===== src/rtl/iqt_pkg.sv =====
package iqt_pkg;
  localparam int BYTE_W = 8;

  typedef enum logic [1:0] {
    MV_NONE     = 2'b00,
    MV_LATCH    = 2'b01,
    MV_ADV_BUS  = 2'b10,
    MV_ADV_HOLD = 2'b11
  } mv_code_e;

  typedef enum logic [1:0] {
    ST_NONE = 2'b00,
    ST_IRQ  = 2'b01,
    ST_EVEN = 2'b10,
    ST_ODD  = 2'b11
  } st_code_e;
endpackage


===== src/rtl/iqt_bus_capture.sv =====
module iqt_bus_capture #(
  parameter int WORD_W = 16
) (
  input  logic              clk,
  input  logic              rst,
  input  logic              fall_en,
  input  logic [WORD_W-1:0] bus_in,
  output logic [WORD_W-1:0] bus_word
);
  always_ff @(posedge clk) begin
    if (rst)          bus_word <= '0;
    else if (fall_en) bus_word <= bus_in;
  end
endmodule


===== src/rtl/iqt_queue.sv =====
module iqt_queue
  import iqt_pkg::*;
#(
  parameter int WORD_W = 16,
  parameter int DEPTH  = 2
) (
  input  logic              clk,
  input  logic              rst,
  input  logic              rise_en,
  input  mv_code_e          mv,
  input  logic [WORD_W-1:0] bus_word,
  output logic [WORD_W-1:0] head_word,
  output logic              head_vld,
  output logic              hold_vld
);
  localparam int LAST = DEPTH - 1;

  logic [WORD_W-1:0] stg_q [DEPTH];
  logic [DEPTH-1:0]  vld_q;
  logic [WORD_W-1:0] hold_q;
  logic              hold_v_q;
  logic              adv;
  logic [WORD_W-1:0] fill_w;
  logic              fill_v;

  assign adv    = rise_en && (mv == MV_ADV_BUS || mv == MV_ADV_HOLD);
  assign fill_w = (mv == MV_ADV_HOLD) ? hold_q : bus_word;
  assign fill_v = (mv == MV_ADV_HOLD) ? hold_v_q : 1'b1;

  always_ff @(posedge clk) begin
    if (rst) begin
      for (int i = 0; i < DEPTH; i++) stg_q[i] <= '0;
      vld_q <= '0;
    end else if (adv) begin
      for (int i = 0; i < LAST; i++) begin
        stg_q[i] <= stg_q[i+1];
        vld_q[i] <= vld_q[i+1];
      end
      stg_q[LAST] <= fill_w;
      vld_q[LAST] <= fill_v;
    end
  end

  always_ff @(posedge clk) begin
    if (rst) begin
      hold_q   <= '0;
      hold_v_q <= 1'b0;
    end else if (rise_en && mv == MV_LATCH) begin
      hold_q   <= bus_word;
      hold_v_q <= 1'b1;
    end else if (rise_en && mv == MV_ADV_HOLD) begin
      hold_v_q <= 1'b0;
    end
  end

  assign head_word = stg_q[0];
  assign head_vld  = vld_q[0];
  assign hold_vld  = hold_v_q;


  latch_load_chk: assert property (@(posedge clk) disable iff (rst)
    (rise_en && mv == MV_LATCH) |=> (hold_v_q && hold_q == $past(bus_word)));

  adv_bus_fill_chk: assert property (@(posedge clk) disable iff (rst)
    (rise_en && mv == MV_ADV_BUS) |=> (vld_q[LAST] && stg_q[LAST] == $past(bus_word)));

  adv_hold_drain_chk: assert property (@(posedge clk) disable iff (rst)
    (rise_en && mv == MV_ADV_HOLD) |=> !hold_v_q);

  idle_queue_chk: assert property (@(posedge clk) disable iff (rst)
    !rise_en |=> ($stable(vld_q) && $stable(hold_v_q)));
endmodule


===== src/rtl/iqt_start.sv =====
module iqt_start
  import iqt_pkg::*;
#(
  parameter int WORD_W = 16
) (
  input  logic              clk,
  input  logic              rst,
  input  logic              fall_en,
  input  logic              rise_en,
  input  st_code_e          st,
  input  mv_code_e          mv,
  input  logic [WORD_W-1:0] head_word,
  input  logic              head_vld,
  input  logic              hold_vld,
  output logic              st_irq,
  output logic              st_even,
  output logic              st_odd,
  output logic [BYTE_W-1:0] opcode,
  output logic              fault
);
  logic start_bad;
  logic drain_bad;

  assign start_bad = fall_en && (st == ST_EVEN || st == ST_ODD) && !head_vld;
  assign drain_bad = rise_en && mv == MV_ADV_HOLD && !hold_vld;

  always_ff @(posedge clk) begin
    if (rst) begin
      st_irq  <= 1'b0;
      st_even <= 1'b0;
      st_odd  <= 1'b0;
      opcode  <= '0;
      fault   <= 1'b0;
    end else begin
      st_irq  <= 1'b0;
      st_even <= 1'b0;
      st_odd  <= 1'b0;
      opcode  <= '0;
      fault   <= start_bad || drain_bad;
      if (fall_en) begin
        unique case (st)
          ST_IRQ:  st_irq <= 1'b1;
          ST_EVEN: begin
            st_even <= 1'b1;
            opcode  <= head_vld ? head_word[WORD_W-1 -: BYTE_W] : '0;
          end
          ST_ODD: begin
            st_odd <= 1'b1;
            opcode <= head_vld ? head_word[BYTE_W-1:0] : '0;
          end
          default: ;
        endcase
      end
    end
  end


  one_start_chk: assert property (@(posedge clk) disable iff (rst)
    $onehot0({st_irq, st_even, st_odd}));

  empty_head_fault_chk: assert property (@(posedge clk) disable iff (rst)
    (fall_en && st[1] && !head_vld) |=> (fault && opcode == '0));
endmodule


===== src/rtl/iq_tracker.sv =====
module iq_tracker
  import iqt_pkg::*;
#(
  parameter int WORD_W = 16,
  parameter int DEPTH  = 2
) (
  input  logic              clk,
  input  logic              rst,
  input  logic              e_rise,
  input  logic              e_fall,
  input  logic [1:0]        pipe_st,
  input  logic [WORD_W-1:0] bus_data,
  output logic              st_irq,
  output logic              st_even,
  output logic              st_odd,
  output logic [BYTE_W-1:0] opcode,
  output logic              fault
);
  logic [WORD_W-1:0] bus_word;
  logic [WORD_W-1:0] head_word;
  logic              head_vld;
  logic              hold_vld;
  mv_code_e          mv;
  st_code_e          st;

  assign mv = mv_code_e'(pipe_st);
  assign st = st_code_e'(pipe_st);

  iqt_bus_capture #(.WORD_W(WORD_W)) u_cap (
    .clk(clk), .rst(rst), .fall_en(e_fall), .bus_in(bus_data), .bus_word(bus_word)
  );

  iqt_queue #(.WORD_W(WORD_W), .DEPTH(DEPTH)) u_queue (
    .clk(clk), .rst(rst), .rise_en(e_rise), .mv(mv), .bus_word(bus_word),
    .head_word(head_word), .head_vld(head_vld), .hold_vld(hold_vld)
  );

  iqt_start #(.WORD_W(WORD_W)) u_start (
    .clk(clk), .rst(rst), .fall_en(e_fall), .rise_en(e_rise), .st(st), .mv(mv),
    .head_word(head_word), .head_vld(head_vld), .hold_vld(hold_vld),
    .st_irq(st_irq), .st_even(st_even), .st_odd(st_odd), .opcode(opcode), .fault(fault)
  );


  reset_quiet_chk: assert property (@(posedge clk) disable iff (rst)
    $past(rst) |-> (!st_irq && !st_even && !st_odd && !fault && opcode == '0));

  no_fall_no_start_chk: assert property (@(posedge clk) disable iff (rst)
    !e_fall |=> (!st_irq && !st_even && !st_odd));

  even_strobe_chk: assert property (@(posedge clk) disable iff (rst)
    (e_fall && pipe_st == 2'b10) |=> st_even);

  odd_strobe_chk: assert property (@(posedge clk) disable iff (rst)
    (e_fall && pipe_st == 2'b11) |=> st_odd);

  irq_strobe_chk: assert property (@(posedge clk) disable iff (rst)
    (e_fall && pipe_st == 2'b01) |=> (st_irq && opcode == '0));
endmodule


===== config.mk =====
export PLATFORM = sky130hd
export DESIGN_NAME = iq_tracker
export DESIGN_NICKNAME = d
export VERILOG_FILES = /design/src/rtl/iqt_pkg.sv /design/src/rtl/iqt_bus_capture.sv /design/src/rtl/iqt_queue.sv /design/src/rtl/iqt_start.sv /design/src/rtl/iq_tracker.sv
export SDC_FILE = /design/constraint.sdc
export NUM_CORES = 1
export LEC_CHECK = 0
export BUFFER_PORTS_ARGS = -buffer_cell sky130_fd_sc_hd__buf_2
export CELL_PAD_IN_SITES_DETAIL_PLACEMENT = 0
export CELL_PAD_IN_SITES_GLOBAL_PLACEMENT = 2
export CORE_ASPECT_RATIO = 1.1
export CORE_MARGIN = 10
export CORE_UTILIZATION = 39
export CTS_BUF_LIST = sky130_fd_sc_hd__clkbuf_4 sky130_fd_sc_hd__clkbuf_8 sky130_fd_sc_hd__clkbuf_16
export CTS_CLUSTER_DIAMETER = 40
export DETAILED_ROUTE_END_ITERATION = 12
export PLACE_DENSITY = 0.79
export SYNTH_ARGS = -nofsm -noshare
export SYNTH_HDL_FRONTEND = slang
export SYNTH_SLANG_ARGS = --single-unit

===== constraint.sdc =====
create_clock -name clk -period 1.75 [get_ports clk]
set_input_delay 0.175 -clock clk [delete_from_list [all_inputs] [get_ports clk]]
set_output_delay 0.175 -clock clk [all_outputs]
set_load 0.03 [all_outputs]

**Word-level counts from Yosys, hierarchy flattened**

Memories as Yosys holds them, arrays and structs flattened.
Index checks and enable logic that the tools add are counted.
Widths: inputs -> output; s select.

- Equal/unequal tests: 3
- Muxes and demuxes: 17
- Bitwise logic cells: 3
- Reductions and logical operators: 12

Operators by type and width:

| cell | count |
|---|---|
| $mux 16 | 3 |
| $mux 8 | 2 |
| $pmux 8 s2 | 1 |
| $mux 1 | 11 |
| $logic_and 1x1->1 | 6 |
| $eq 2x2->1 const B | 2 |
| $eq 2x1->1 const B | 1 |
| $logic_not 1->1 | 2 |
| $logic_or 1x1->1 | 2 |
| $or 1x1->1 | 2 |
| $reduce_bool 2->1 | 1 |
| $reduce_or 2->1 | 1 |
| $not 1->1 | 1 |

- Bits in registers: 47
- Memory bits (writable): 32
- Input bits: 22
- Output and inout port bits: 12
- Logic and storage cells: 45
- Memories: 1

Memory list:

| memory | depth | bits a word | read ports | clocked after memory_dff | write ports | line | text |
|---|---|---|---|---|---|---|---|
| u_queue.stg_q | 2 | 16 | 2 | 0 | 2 | iqt_queue.sv:18 | `logic [WORD_W-1:0] stg_q [DEPTH];` |

**Depth between registers and ports, before layout**

Gate-level depths: netlist (run 1).

- Depth after elaboration: 7
- Gate-level depth with buffers: 5
- Mapped depth without buffers: 2

**Hierarchy**

A second synthesis (run 1) with hierarchy kept.

- Cells, all modules: 275
- Area total of the unflattened synthesis: 3338.2 sq um

Modules (own cells, without submodules):

| module | times used | cells each | area each (sq um) | sequential area each (sq um) |
|---|---|---|---|---|
| iqt_queue | 1 | 187 | 2316.0 | 1341.3 |
| iqt_bus_capture | 1 | 52 | 580.6 | 320.3 |
| iqt_start | 1 | 36 | 441.7 | 240.2 |

**Least setup slack after synthesis (run 1)**

Ideal clock, no wire load.

- Path type: input-to-reg
- Start point: input rst
- End point: memory u_queue.stg_q[0][0], enable pin
- Setup time: 0.389 ns
- Arrival: 1.093 ns
- Data required time: 1.361 ns
- Path slack: 0.268 ns
- Stages: 2
- Path buffers: 1
- Path through: clkbuf_1 -> a21o_1

RTL lines:

| what | line | text |
|---|---|---|
| start, declared | iq_tracker.sv:8 | `input logic rst,` |
| end, declared | iqt_queue.sv:18 |  |

**Worst setup path after layout (run 1)**

- Start point: register u_start.st_even
- End point: output st_even

RTL lines:

| what | line | text |
|---|---|---|
| start, declared | iqt_start.sv:16 | `output logic st_even,` |
| start signal, assigned | iqt_start.sv:30 | `st_even <= 1'b0;` |
| start signal, assigned | iqt_start.sv:36 | `st_even <= 1'b0;` |
| start signal, assigned | iqt_start.sv:44 | `st_even <= 1'b1;` |
| end, declared | iq_tracker.sv:14 | `output logic st_even,` |

No word-level cell between the ends.

==> results by group, run 1 <==
Final layout
  • Area grow syn2layout: 12.9%
  • Final Cell Area: 0.00365 mm^2
  • Antenna fix cells: 0
  • Fill cell count: ~790
  • Register area: between 0.0015 and 0.002 mm^2
  • Commonest non-fill, non-tap cell in the layout: dfxtp_1
  • Final #Nets: 332
  • Multi-input logic area: ~0.0012 mm^2
  • Most frequent cells in the layout: 47 x dfxtp_1, 40 x mux2i_1, 34 x nand2b_1
  • Layout cells sized above 1: 17.8%

Timing
  • Total negative setup slack: 0 ns
  • Relative slew slack: 67.1%
  • Min Tclk post-route: around 1 ns
  • Setup ws final: between 0.7 and 0.8 ns
  • Actual slew at the worst max-slew pin: between 0.4 and 0.5 ns
  • Slew Viols, Final: 0
  • Fin. Hold Viols: 0
  • Clock Skews: 0.00836 ns
  • Crit share post-route: 58.9%
  • Peak Freq: 0.971 GHz
  • Unrepaired setup endpoints after global routing: no
  • Final setup fails: 0

Pwr
  • Net Sw Frac: 23.7%
  • Int Pwr: between 2 and 3 mW
  • Clock power frac: 37.0%
  • P per Cell Area: 994 mW/mm^2
  • Leak: 1.45 nW
  • Sequential Power Share: 55.8%
  • Comb pwr share: 7.2%
  • Worst vdd ir: ~0.00038 V
  • Psw: 862 uW

CTS
  • CTS tree: yes
  • Clk sinks: between 70 and 80
  • CTS Buf Count: 9
  • Setup Buffers After CTS: 0
  • Maximum clock insertion buffer count: 2
  • Clock root cell: clkbuf_8
  • CTS Hold Bufs: 0
  • Clk slew on worst S/H paths: around 0.080 ns
  • Clock Latency Late Sink: 0.35 ns
  • Post_cts resized: 0
  • CTS H-tree depth: 3

GRT
  • Total track usage: 10.1%
  • Initial antenna violation count: 0
  • First-pass GRT wire length: 9810 um
  • Largest net degree at the start of global routing: 36
  • Vias in the first global route: 1,909
  • Total grt overflow: 0

Logic synthesis
  • Avg Synthesized Cell Area: 11.6 um^2
  • Synth Register Bits: 79
  • Post-Syn Instances: 280
  • Syn_nets: 302
  • Synth warnings: 0
  • Mapped Area: 0.00324 mm^2
  • Register area share after synthesis: 58.8%
  • Post-synth cell types: 25

Worst setup path
  • Worst path top cell family by delay: flip-flops
  • Worst EP arrival: 0.86 ns
  • Crit Path Class: reg2out
  • Setup crit end kind: output port
  • Crit Path Max Fanout: 1
  • Critical Path RT: between 1.5 and 2 ns
  • CP cell instances: buf_2
  • Crit path buf inv count: 1
  • Critical path's slowest cell: dfxtp_1
  • CP peak stage delay: roughly 0.32 ns
  • CP Launch Type: register

Drt
  • M1 WL: 2840 um
  • WL per Instance: ~14 um
  • Routed vias/inst: approximately 4.5
  • WL met2: between 2000 and 3000 um
  • Uppermost layer routed: met4
  • Final WL: 5730 um
  • Number of DRC markers in iteration 0: 52
  • DRC errors left: 0
  • Antenna Nets Post-Route: 0
  • DR pass1 iterations: 4
  • Via count: about 1,900
  • Routed wl met3: 270 um

Die
  • Die ar.: 0.0123 mm^2
  • Die H: 116 um
  • CORE AREA: around 0.008 mm^2
  • Row Count: 34
  • Die Wd: 107 um
  • Number of top-level pins: 34
  • Initial Util: 40.5%

Placed design
  • Port-buffer cells: 33
  • DP HPWL: 4100 um
  • Final GP Congestion: 0.739
  • Placed instance area: 0.00346 mm^2
  • Post-place setup slack: 0.326 ns

Min path
  • Min-Delay Path Class: in2reg

Job
  • Max Cap Violations: 0

Status
  • Status: completed
## metal layers
layer | GRT usage, % | vias to the layer above
met4 | 5.69 | 0
li1 | - | 1020
met2 | 14.9 | 32
met5 | 0 | -
met3 | 3.44 | 11
met1 | 12.7 | 855
## state kept, by name (all words and copies together), names as in the netlist
| signal | cells |
|---|---|
| u_start.st_odd | 1 |
| u_queue.hold_vld | 1 |
| u_start.fault | 1 |
| u_queue.stg_q | 32 |
| u_start.st_even | 1 |
| u_start.opcode | 8 |
| u_cap.bus_word | 16 |
| u_queue.hold_q | 16 |
| u_queue.vld_q | 2 |
| u_start.st_irq | 1 |
## cell usage after synthesis
cell type	n	area share, %
dfxtp_1	47	29
mux2i_1	40	12
nand2b_1	34	6.6
edfxtp_1	32	30
nor2_1	24	2.8
a21oi_1	19	2.9
nor3_1	17	2.6
and2_1	16	3.1
nor2b_1	16	3.1
buf_2	10	1.5
clkbuf_1	6	0.70
and3b_1	2	0.54
and4b_1	2	0.62
buf_4	2	0.46
buf_6	2	0.70
inv_1	2	0.23
a21o_1	1	0.23
a311oi_1	1	0.27
buf_12	1	0.62
nand3b_1	1	0.23
nand3b_4	1	0.62
nand4b_1	1	0.27
nor3b_1	1	0.23
nor4bb_1	1	0.31
o22ai_1	1	0.19
## worst reg2reg max path, stage by stage, from the launching register on
cell and delay (ns):
dfxtp_1 0.37, nand4b_1 0.32, nor2_1 0.19
## stage by stage
stage                     std cells  total power, mW  util (%)  hold WS [ns]
after floorplan                 280             2.27         -         0.322
after global placement          407             2.33      43.3         0.406
after detailed placement        407             2.34      43.3         0.415
after CTS                       423             3.68      45.7        0.0416
after global routing            423             3.80      45.7        0.0571
final                           423             3.63      45.7        0.0595
## worst paths after layout
path | startpoint | to | slack (ns) | cells after the start
setup / recovery | u_start.st_even | st_even | 0.72 | 1
hold / removal | bus_data[9] | u_cap.bus_word[9] | 0.06 | 3
setup reg to reg | u_queue.vld_q[0] | u_start.opcode[2] | 0.80 | 2
hold reg to reg | u_queue.vld_q[1] | u_queue.vld_q[0] | 0.47 | 2
## kinds of logic (layout without fill, tap and decap cells)
kind of cell	after synthesis	count (layout)	synth area share, %
buffers and inverters	23	58	4.25
DFF	79	79	58.8
muxes	40	40	12.4
AOI/OAI and AO/OA	22	22	3.63
and+or+nand+nor	116	116	21.0
## power by group through the flow
stage          logic [mW]  clock network (mW)  registers, mW
5_1_grt             0.294                1.46           2.04
3_3_place_gp        0.261                   0           2.07
6_report            0.260                1.34           2.03
4_1_cts             0.266                1.38           2.03
3_5_place_dp        0.265                   0           2.07
2_1_floorplan       0.202                   0           2.06
## area by class of cell
type / count / share of cell area [%]
Sequential cell: 79 / 52.0
Multi-Input combinational cell: 178 / 32.8
Timing Repair Buffer: 40 / 5.96
Tap cell: 108 / 3.70
Clock buffer: 9 / 3.39
Clock inverter: 7 / 1.95
Inverter: 2 / 0.205
No activity file was read; power rests on OpenSTA's default activity.
==> run 2: changes to the inputs <==
Clock period 1.75 ns to 1 ns, I/O delays scaled along.
==> results by group, run 2 (synthesized netlist as in run 1, its figures left out) <==
Final layout
  • Final #Nets: 353
  • Util after Layout: 48.8%
  • Largest register FFs: 32
  • Antenna fix cells: 0
  • Area grow syn2layout: 20.6%
  • Layout cells sized above 1: 18.2%
  • Commonest non-fill, non-tap cell in the layout: dfxtp_1
  • Final Cell Area: between 0.003 and 0.004 mm^2
  • Biggest register: u_queue.stg_q
  • Largest regs: u_queue.stg_q (32), u_cap.bus_word (16), u_queue.hold_q (16)
  • Non-Filler Instances: 444
  • Most frequent cells in the layout: 47 x dfxtp_1, 40 x mux2i_1, 34 x nand2b_1

Timing
  • Peak Freq: 1.06 GHz
  • Relative slew slack: 72.2%
  • Min Tclk post-route: 0.944 ns
  • Slew Viols, Final: 0
  • Clock Skews: 0.00621 ns
  • Crit share post-route: 94.4%
  • Unrepaired setup endpoints after global routing: no
  • Final setup fails: 0
  • Fin. Hold Viols: 0
  • Total negative setup slack: 0 ns
  • Actual slew at the worst max-slew pin: 0.418 ns
  • Fin Hold WS: roughly 0.06 ns

Pwr
  • Int Pwr: slightly below 5 mW
  • Worst vdd ir: 0.000716 V
  • Clock power frac: 35.3%
  • Psw: 1.44 mW
  • P per Cell Area: 1620 mW/mm^2
  • Net Sw Frac: 22.7%
  • Leak: approximately 1.6 nW
  • Comb pwr share: approximately 8.6%
  • Sequential Power Share: approximately 56%

Min path
  • Hold Path Origin: e_fall
  • Hold Path Sink: u_start.st_irq
  • Min-Delay Path Class: in2reg
  • Hold Crit Depth: 2

Die
  • Initial Util: 40.5%
  • Die Wd: 107 um
  • Row Count: 34
  • Number of top-level pins: 34
  • Die ar.: 0.0123 mm^2
  • Die H: 116 um
  • CORE AREA: 0.00800 mm^2

GRT
  • Initial antenna violation count: 0
  • Total grt overflow: 0
  • Largest net degree at the start of global routing: 49
  • First-pass GRT wire length: 9810 um
  • Total track usage: 10.1%
  • Vias in the first global route: 2,005

Worst setup path
  • Worst EP arrival: approximately 0.84 ns
  • R2r endpoint: u_start.opcode[4]
  • Crit Path Max Fanout: 1
  • Worst R2R Start: u_queue.vld_q[0]
  • Critical Path RT: 0.90 ns
  • Critical path's slowest cell: dfxtp_1
  • Setup crit end kind: output port
  • Flop-to-flop setup slack: 0.20 ns
  • Crit Path Class: reg2out
  • CP peak stage delay: 0.31 ns
  • Worst path top cell family by delay: flip-flops
  • CP cell instances: buf_2
  • Reg2reg path depth: 3
  • Crit path buf inv count: 1
  • CP Launch Type: register

Drt
  • WL per Instance: 13.0 um
  • DR pass1 iterations: 6
  • Antenna Nets Post-Route: 0
  • Routed vias/inst: ~4.5
  • Final WL: approximately 5800 um
  • Number of DRC markers in iteration 0: between 60 and 70
  • Via count: 2,011
  • DRC errors left: 0

CTS
  • CTS Buf Count: 9
  • Clock root cell: clkbuf_8
  • Clock Latency Late Sink: 0.35 ns
  • Clk slew on worst S/H paths: 0.08 ns
  • Clk sinks: 79
  • CTS tree: yes
  • Maximum clock insertion buffer count: 2
  • Setup Buffers After CTS: 0
  • CTS H-tree depth: 3
  • Post_cts resized: 0

Job
  • Max Cap Violations: 0

Placed design
  • Placed instance area: 0.00355 mm^2
  • Post-Place Cells: roughly 410
  • Final GP Congestion: 0.752
  • Port-buffer cells: 33
  • DP HPWL: 3900 um

Status
  • Status: completed
==> run 2: area by class of cell <==
class / count / area, um^2
inverter: 2 / 7.51
multi-input combinational: 178 / 1200
clock buffer: 9 / 124
sequential: 79 / 1900
timing repair buffer: 61 / 465
clock inverter: 7 / 63.8
fill: 770 / 4100
tap: 108 / 135
==> run 2: power groups by stage <==
stage | sequential [mW] | clock [mW] | combinational (mW)
5_1_grt | 3.56 | 2.46 | 0.614
6_report | 3.55 | 2.24 | 0.546
3_3_place_gp | 3.62 | 0 | 0.502
3_5_place_dp | 3.62 | 0 | 0.512
2_1_floorplan | 3.61 | 0 | 0.359
4_1_cts | 3.55 | 2.34 | 0.558
==> run 2: metal layers <==
metal  routed length, um  up-vias  part of all wire (%)  global-route usage (%)
li1                    -     1057                     -                       -
met1                2880      906                    50                    12.5
met2                2510       35                    43                    15.0
met3                 241       13                   4.2                    3.05
met4                 149        0                   2.6                    6.32
met5                   0        -                     0                       0
==> run 2: metrics by stage <==
stage,setup slack [ns],total power [mW]
global route,0.00522,6.63
detailed placement,-0.0843,4.14
floorplan,0.0104,3.97
global placement,-0.0643,4.13
finish,0.0560,6.33
CTS,0.0237,6.45
==> run 2: repair_timing <==
action                                  in CTS  in global routing
hold buffers                                16                  0
endpoints found under the setup margin       0                  0
endpoints found under the hold margin       16                  0
==> run 2: worst max path at each step <==
stage	start	to	slack [ns]	cells past startpoint
6_report	u_start.opcode[6]	opcode[6]	0.06	1
5_1_grt	u_start.st_even	st_even	0.005	1
4_1_cts	u_start.st_even	st_even	0.02	1
3_5_place_dp	pipe_st[1]	u_queue.stg_q[0][14]	-0.08	3
3_3_place_gp	rst	u_queue.stg_q[0][10]	-0.06	3
2_1_floorplan	e_rise	u_queue.stg_q[0][10]	0.01	4
